### config.mk
export PLATFORM = sky130hd
export DESIGN_NAME = dma_chan_ctl
export DESIGN_NICKNAME = d
export VERILOG_FILES = /design/src/rtl/dma_chan_ctl.sv
export SDC_FILE = /design/constraint.sdc
export NUM_CORES = 1
export LEC_CHECK = 0
export BUFFER_PORTS_ARGS = -buffer_cell sky130_fd_sc_hd__buf_2
export CAP_MARGIN = 20
export CORE_MARGIN = 2
export CORE_UTILIZATION = 35
export DETAILED_ROUTE_END_ITERATION = 6
export PLACE_DENSITY = 0.9
export SLEW_MARGIN = 20
export SYNTH_ARGS = -nofsm -noshare
export SYNTH_HDL_FRONTEND = slang
export SYNTH_SLANG_ARGS = --single-unit
export TNS_END_PERCENT = 1
### constraint.sdc
create_clock -name clk -period 2.1 [get_ports clk]
set_clock_uncertainty 0.05 [all_clocks]
set_input_delay 0.42 -clock clk [delete_from_list [all_inputs] [get_ports clk]]
set_output_delay 0.42 -clock clk [all_outputs]
set_load 0.05 [all_outputs]
### src/rtl/dma_chan_ctl.sv
module dma_chan_ctl #(
  parameter int AW       = 4,
  parameter int CTRL_IDX = 0,
  parameter int STAT_IDX = 1
) (
  input  logic          clk,
  input  logic          rst_n,
  input  logic          bus_wr,
  input  logic [AW-1:0] bus_addr,
  input  logic [31:0]   bus_wdata,
  output logic [31:0]   bus_rdata,
  input  logic          hw_kill,
  input  logic          hw_stop,
  input  logic          hw_fetch,
  input  logic          hw_advance,
  input  logic          hw_taken,
  input  logic          hw_flush_done,
  output logic [15:0]   status_o,
  output logic          flush_req,
  output logic          kick
);
  localparam int B_RUN = 15, B_PAU = 14, B_FLU = 13, B_WAK = 12;
  localparam int B_DED = 11, B_ACT = 10, B_BT = 8;
  localparam logic [AW-1:0] A_CTL = AW'(CTRL_IDX);
  localparam logic [AW-1:0] A_STA = AW'(STAT_IDX);

  logic [15:0] st, w, nxt, msk, val;
  logic        ctl_wr, w_flush;

  assign ctl_wr = bus_wr && (bus_addr == A_CTL);
  assign msk    = bus_wdata[31:16];
  assign val    = bus_wdata[15:0];

  always_comb begin
    w       = st;
    w_flush = 1'b0;
    if (ctl_wr) begin
      if (msk[B_RUN]) begin
        w[B_RUN] = val[B_RUN];
        if (!val[B_RUN]) w[B_DED] = 1'b0;
      end
      if (msk[B_WAK] && val[B_WAK] && w[B_RUN]) w[B_WAK] = 1'b1;
      if (msk[B_PAU]) w[B_PAU] = val[B_PAU];
      if (msk[B_FLU] && val[B_FLU]) begin
        w[B_FLU] = 1'b1;
        w_flush  = 1'b1;
      end
      w[3:0] = (st[3:0] & ~msk[3:0]) | (val[3:0] & msk[3:0]);
      if (w[B_PAU] || !w[B_RUN]) begin
        w[B_ACT] = 1'b0;
        w_flush  = 1'b1;
      end else if (msk[B_RUN] || msk[B_PAU] || (msk[B_WAK] && val[B_WAK])) begin
        w[B_ACT] = 1'b1;
      end
    end
    nxt = w;
    if (hw_kill) begin
      nxt[B_DED] = 1'b1;
      nxt[B_ACT] = 1'b0;
    end
    if (hw_stop)       nxt[B_ACT] = 1'b0;
    if (hw_fetch)      nxt[B_WAK] = 1'b0;
    if (hw_advance)    nxt[B_BT]  = hw_taken;
    if (hw_flush_done) nxt[B_FLU] = 1'b0;
  end

  always_ff @(posedge clk) begin
    if (!rst_n) begin
      st        <= '0;
      flush_req <= 1'b0;
      kick      <= 1'b0;
    end else begin
      st        <= nxt;
      flush_req <= w_flush;
      kick      <= ctl_wr && nxt[B_ACT];
    end
  end

  assign status_o  = st;
  assign bus_rdata = (bus_addr == A_CTL || bus_addr == A_STA) ? {16'h0, st} : 32'h0;

  p_active_needs_run_r4: assert property (@(posedge clk) disable iff (!rst_n)
    st[B_ACT] |-> (st[B_RUN] && !st[B_PAU]));
  p_inactive_flush_r4: assert property (@(posedge clk) disable iff (!rst_n)
    ctl_wr |=> (flush_req || (st[B_RUN] && !st[B_PAU])));
  p_run_sw_only_r2: assert property (@(posedge clk) disable iff (!rst_n)
    !ctl_wr |=> $stable(st[B_RUN]));
  p_unused_zero_r2: assert property (@(posedge clk) disable iff (!rst_n)
    (st[9] == 1'b0) && (st[7:4] == 4'h0));
  p_kick_active_r8: assert property (@(posedge clk) disable iff (!rst_n)
    kick |-> st[B_ACT]);
  p_kill_r9: assert property (@(posedge clk) disable iff (!rst_n)
    hw_kill |=> (st[B_DED] && !st[B_ACT]));
  p_fetch_wake_r6: assert property (@(posedge clk) disable iff (!rst_n)
    hw_fetch |=> !st[B_WAK]);
  p_flush_done_r7: assert property (@(posedge clk) disable iff (!rst_n)
    hw_flush_done |=> !st[B_FLU]);
endmodule

==> results of run 1 <==
==> worst max-delay path by stage <==
stage | startpoint | endpoint | slack [ns] | cells after the start
2_1_floorplan | bus_addr[1] | bus_rdata[0] | 0.34 | 3
6_report | bus_addr[1] | bus_rdata[12] | 0.30 | 5
3_3_place_gp | bus_addr[1] | bus_rdata[15] | 0.31 | 5
5_1_grt | bus_addr[1] | bus_rdata[1] | 0.25 | 5
3_5_place_dp | bus_addr[1] | bus_rdata[15] | 0.29 | 5
4_1_cts | bus_addr[1] | bus_rdata[12] | 0.29 | 5
==> layer usage <==
metal	wire (um)	GRT usage, %	up-vias
li1	-	-	396
met1	788	15.6	361
met2	919	23.5	41
met3	192	2.19	2
met4	24	6.25	0
met5	0	0	-
==> layout by cell type, fill, tap and decap left out, drive strengths merged, types with 2 or more instances in the layout <==
cell / count
a31oi: 9
a41o: 6
and2: 14
buf: 53
clkbuf: 3
conb: 26
dfxtp: 13
mux2i: 2
nand2: 8
nor2: 3
nor2b: 2
nor3b: 2
==> cell families after synthesis <==
kind of cell           Yosys count
buffers and inverters           32
other                            1
muxes                            3
DFF                             13
AOI/OAI and AO/OA               20
and+or+nand+nor                 31
==> per-stage QoR <==
step	area [um2]	std cells	hold WS, ns
after floorplan	981	125	0.446
after global placement	1060	176	0.461
after detailed placement	1060	176	0.486
after CTS	1090	180	0.237
after global routing	1090	180	0.234
final	1090	180	0.242
==> power by group through the flow <==
stage	sequential [uW]	clock, uW	combinational, uW
after global placement	258	0	186
final	252	154	187
after CTS	252	161	187
after global routing	253	177	199
after floorplan	271	0	173
after detailed placement	258	0	187
==> final cells by class <==
cell class / instances / area (um2)
well taps: 30 / 37.5
repair buffers: 53 / 280
flip-flops and latches: 13 / 260
multi-input cells: 80 / 482
clock inverters: 1 / 5.00
clock buffers: 3 / 22.5
fillers: 265 / 1350
==> flow_summary.json, run 1 <==
{
  "synthArstFlopShare_pct": 0,
  "crit_top_cell": "buf_2",
  "synth_area_leaders": "dfxtp_1 (29%), buf_4 (23%), and2_1 (8.5%), a41o_1 (6.8%), a31oi_1 (6.3%)",
  "areaGrowthSynthToFinish_pct": 22.6,
  "fmax_mhz": 555,
  "yosysTopAreaCell": "dfxtp_1",
  "postSynthCellCount": 100,
  "r2r_start": "status_o[15]",
  "drt_wl_total_um": 1920,
  "max_stage_delay_ns": 0.26,
  "status": "complete, no violations",
  "dp_hpwl_um": 1480,
  "cp.required_ns": 1.63,
  "cellPowerDensity_nw_per_um2": 546,
  "final_util_pct": 44.7,
  "cp_top_family": "buffers and inverters",
  "dieWidth_um": 54.3,
  "synth_fa_ha_area_share_pct": 0,
  "p_leak_uw": 0.000640,
  "syn_avg_cell_area_um2": 8.87,
  "worst_slack_ns": 0.297,
  "gp_congestion": 0.655,
  "yosysMostFrequentCell": "buf_4",
  "min_period_ns": 1.80,
  "core_area_um2": 2430,
  "post_drt_via_cell_ratio": 4.44,
  "worst_skew_pair.late_latency_ns": 0.27,
  "power_frac_seq_pct": 42.5,
  "worstHoldEndpoint": "status_o[12]",
  "post_cts_buffers": 0,
  "path_buf_inv": 3,
  "reg2reg_depth": 3,
  "io_pins": 95,
  "grt_pass1_vias": 680,
  "synth_common_cells": "buf_4 (27), dfxtp_1 (13), and2_1 (12)",
  "yosys.area_share.simple_pct": 21.6,
  "yosysTopAreaCellShare_pct": 29.3,
  "rsz0062_at_grt": "false",
  "wl_per_cell_um": 10.7,
  "min_path_cells": 2,
  "synth_edf_count": 0,
  "vias": 800,
  "final_nets": 196,
  "drc": 0,
  "clock-root-buffer": "clkbuf_4",
  "p_sw_uw": 237,
  "drt_iter0_drc": 9,
  "cts_sinks": 13,
  "worstReg2RegEnd": "flush_req",
  "pre_cts_slack_ns": 0.292,
  "die_area_um2": 2950,
  "clock_path_buffers": 2,
  "worst_path_max_delay_cell": "buf_2",
  "numCtsBuffers": 3,
  "p_sw_share_pct": 40.0,
  "cp-start-kind": "primary input",
  "diodes": 0,
  "crit_arrival_ns": 1.33,
  "ff2ff_setup_slack_ns": 1.06,
  "syn_area_um2": 887,
  "row_count": 18,
  "synth_mux_area_share_pct": 3.53,
  "port_buffers": 52,
  "slew_viol_final": 0,
  "yosysWarnings": 0,
  "drtAntennaViolNets": 0,
  "grt_max_degree": 22,
  "grt_usage_pct": 13.3,
  "synth_compound_area_share_pct": 18.2,
  "synth_top_family_by_area": "buffers and inverters",
  "dieHeight_um": 54.3,
  "hold_path_startpoint": "hw_fetch",
  "cts_resized": 0,
  "cts_tree": "yes",
  "ys_ff_latch": 13,
  "crit_fanout": 21,
  "setup_viol": 0,
  "synth_flop_cell": "dfxtp_1",
  "cts_hold_buf": 0,
  "seq_area_frac_synth_pct": 29.3,
  "ir_drop_mv": 0.207,
  "end_kind": "output port",
  "grt_pass1_wl_um": 2850,
  "p_clk_share_pct": 26.0,
  "p_int_uw": 356,
  "criticalPathCategory": "primary input to output port",
  "period_share_pct": 85.9,
  "drt_pass1_iterations": 4,
  "initial_utilization_pct": 36.5,
  "synthXorXnorAreaFrac_pct": 0,
  "comb_power_share_pct": 31.5,
  "drv_cap": 0,
  "cts-htree-levels": 1,
  "cts.reportedPaths.clkPinSlew_ns": 0.09,
  "tns_ns": 0,
  "synth_cell_type_count": 25,
  "hold_viol": 0,
  "hold_class": "primary input to flop",
  "drive_above_1_share_pct": 42.0,
  "p_total_uw": 593,
  "cp_cell_sequence": "buf_2 > nor3_2 > buf_12 > and2_1 > buf_2",
  "antenna_found_initial": 0,
  "overflow": 0
}
No activity file was read; power rests on OpenSTA's default activity.
==> inputs of run 2 (changes only) <==
CORE_UTILIZATION = 37   (was 35)
PLACE_DENSITY = 0.94   (was 0.9)
==> run 2 against run 1 <==
Routed wire length fell by 6.1%. Global-route usage is 0.059 points higher. Register-to-register slack is essentially flat. Hold slack better by 0.0050 ns. Largest cell class unchanged.
==> flow_summary.json, run 2 (synthesis gave the netlist of run 1 again) <==
{
  "hold_viol": 0,
  "ir_drop_mv": 0.360,
  "period_share_pct": 86.1,
  "critPathLaunch": "bus_addr[1]",
  "cts_hold_buf": 0,
  "cts_tree": "yes",
  "cts_resized": 0,
  "diodes": 0,
  "hold_class": "primary input to flop",
  "grt_max_degree": 22,
  "areaGrowthSynthToFinish_pct": 22.1,
  "slew_viol_final": 0,
  "grt_pass1_vias": 622,
  "drive_above_1_share_pct": 41.3,
  "multiInputGateArea_um2": 482,
  "antenna_found_initial": 0,
  "clock-root-buffer": "clkbuf_4",
  "port_buffers": 52,
  "die_area_um2": 2810,
  "core_area_um2": 2230,
  "max_stage_delay_ns": 0.26,
  "p_leak_uw": 0.000637,
  "crit_arrival_ns": 1.34,
  "cts-htree-levels": 1,
  "crit_top_cell": "buf_2",
  "row_count": 17,
  "grt_pass1_wl_um": 2680,
  "dp_hpwl_um": 1420,
  "finalNonFillerCells": 178,
  "cp-start-kind": "primary input",
  "gp_congestion": 0.653,
  "dieHeight_um": 53.0,
  "cp_cell_sequence": "buf_2 > nor3_2 > buf_12 > and2_1 > buf_2",
  "drt_pass1_iterations": 4,
  "cellPowerDensity_nw_per_um2": 547,
  "worst_slack_ns": 0.292,
  "tns_ns": 0,
  "cp.required_ns": 1.63,
  "drt_iter0_drc": 9,
  "drv_cap": 0,
  "cts_sinks": 13,
  "post_cts_buffers": 0,
  "end_kind": "output port",
  "pre_cts_slack_ns": 0.280,
  "final_nets": 196,
  "overflow": 0,
  "worst_skew_pair.late_latency_ns": 0.27,
  "worst_path_max_delay_cell": "buf_2",
  "drtAntennaViolNets": 0,
  "post_drt_via_cell_ratio": 4.44,
  "fmax_mhz": 553,
  "drc": 0,
  "nFillCells": 232,
  "rsz0062_at_grt": "false",
  "initial_utilization_pct": 39.7,
  "cts.reportedPaths.clkPinSlew_ns": 0.08,
  "final_util_pct": 48.5,
  "clock_path_buffers": 2,
  "final_cell_mix": "buf_2 (52), conb_1 (26), dfxtp_1 (13)",
  "status": "complete, no violations",
  "drt_wl_total_um": 1810,
  "dieWidth_um": 53.0,
  "crit_fanout": 21,
  "grt_usage_pct": 13.4,
  "hold_path_startpoint": "hw_flush_done",
  "layout_commonest_cell": "buf_2",
  "dp_cells": 174,
  "wl_per_cell_um": 10.1,
  "min_period_ns": 1.81,
  "io_pins": 95,
  "setup_viol": 0,
  "numCtsBuffers": 3,
  "r2r_start": "status_o[15]",
  "regArea_um2": 260,
  "vias": 791,
  "criticalPathCategory": "primary input to output port"
}
-- run 2: cell types whose count changed in the layout (fill, tap and decap cells not counted), sizes merged --
cell    delta
clkbuf     +1
clkinv     -1
-- run 2: layer usage --
layer | track usage (%) | wire length, um | vias up
met4 | 2.56 | 0 | 0
li1 | - | - | 397
met1 | 15.1 | 756 | 350
met2 | 23.3 | 867 | 44
met3 | 5.93 | 182 | 0
met5 | 0 | 0 | -
-- run 2: worst paths after layout --
check	endpoint	slack, ns	cells past startpoint
setup / recovery	bus_rdata[14]	0.29	5
hold / removal	status_o[13]	0.25	2
setup reg to reg	flush_req	1.06	3
hold reg to reg	status_o[8]	0.49	2
-- run 2: critical path, delay by kind of cell --
kind          cells  cell delay, ns
simple gates      2            0.37
buf+inv           3            0.54
-- run 2: stage by stage --
stage	cell area (um2)	hold WS, ns	power, uW
2_1_floorplan	981	0.446	443
3_3_place_gp	1060	0.459	444
3_5_place_dp	1060	0.477	445
4_1_cts	1080	0.232	603
5_1_grt	1080	0.227	628
6_report	1080	0.247	593
-- run 2: layout make-up --
type	count	share of cell area (%)
multi-input cells	80	44.5
repair buffers	53	25.9
flip-flops and latches	13	24.0
well taps	28	3.23
clock buffers	4	2.42
-- run 2: power breakdown --
| part | switching, uW | internal, uW | total [uW] |
|---|---|---|---|
| logic | 151 | 35.7 | 187 |
| clock network | 79.9 | 73.5 | 153 |
| registers | 2.11 | 250 | 252 |
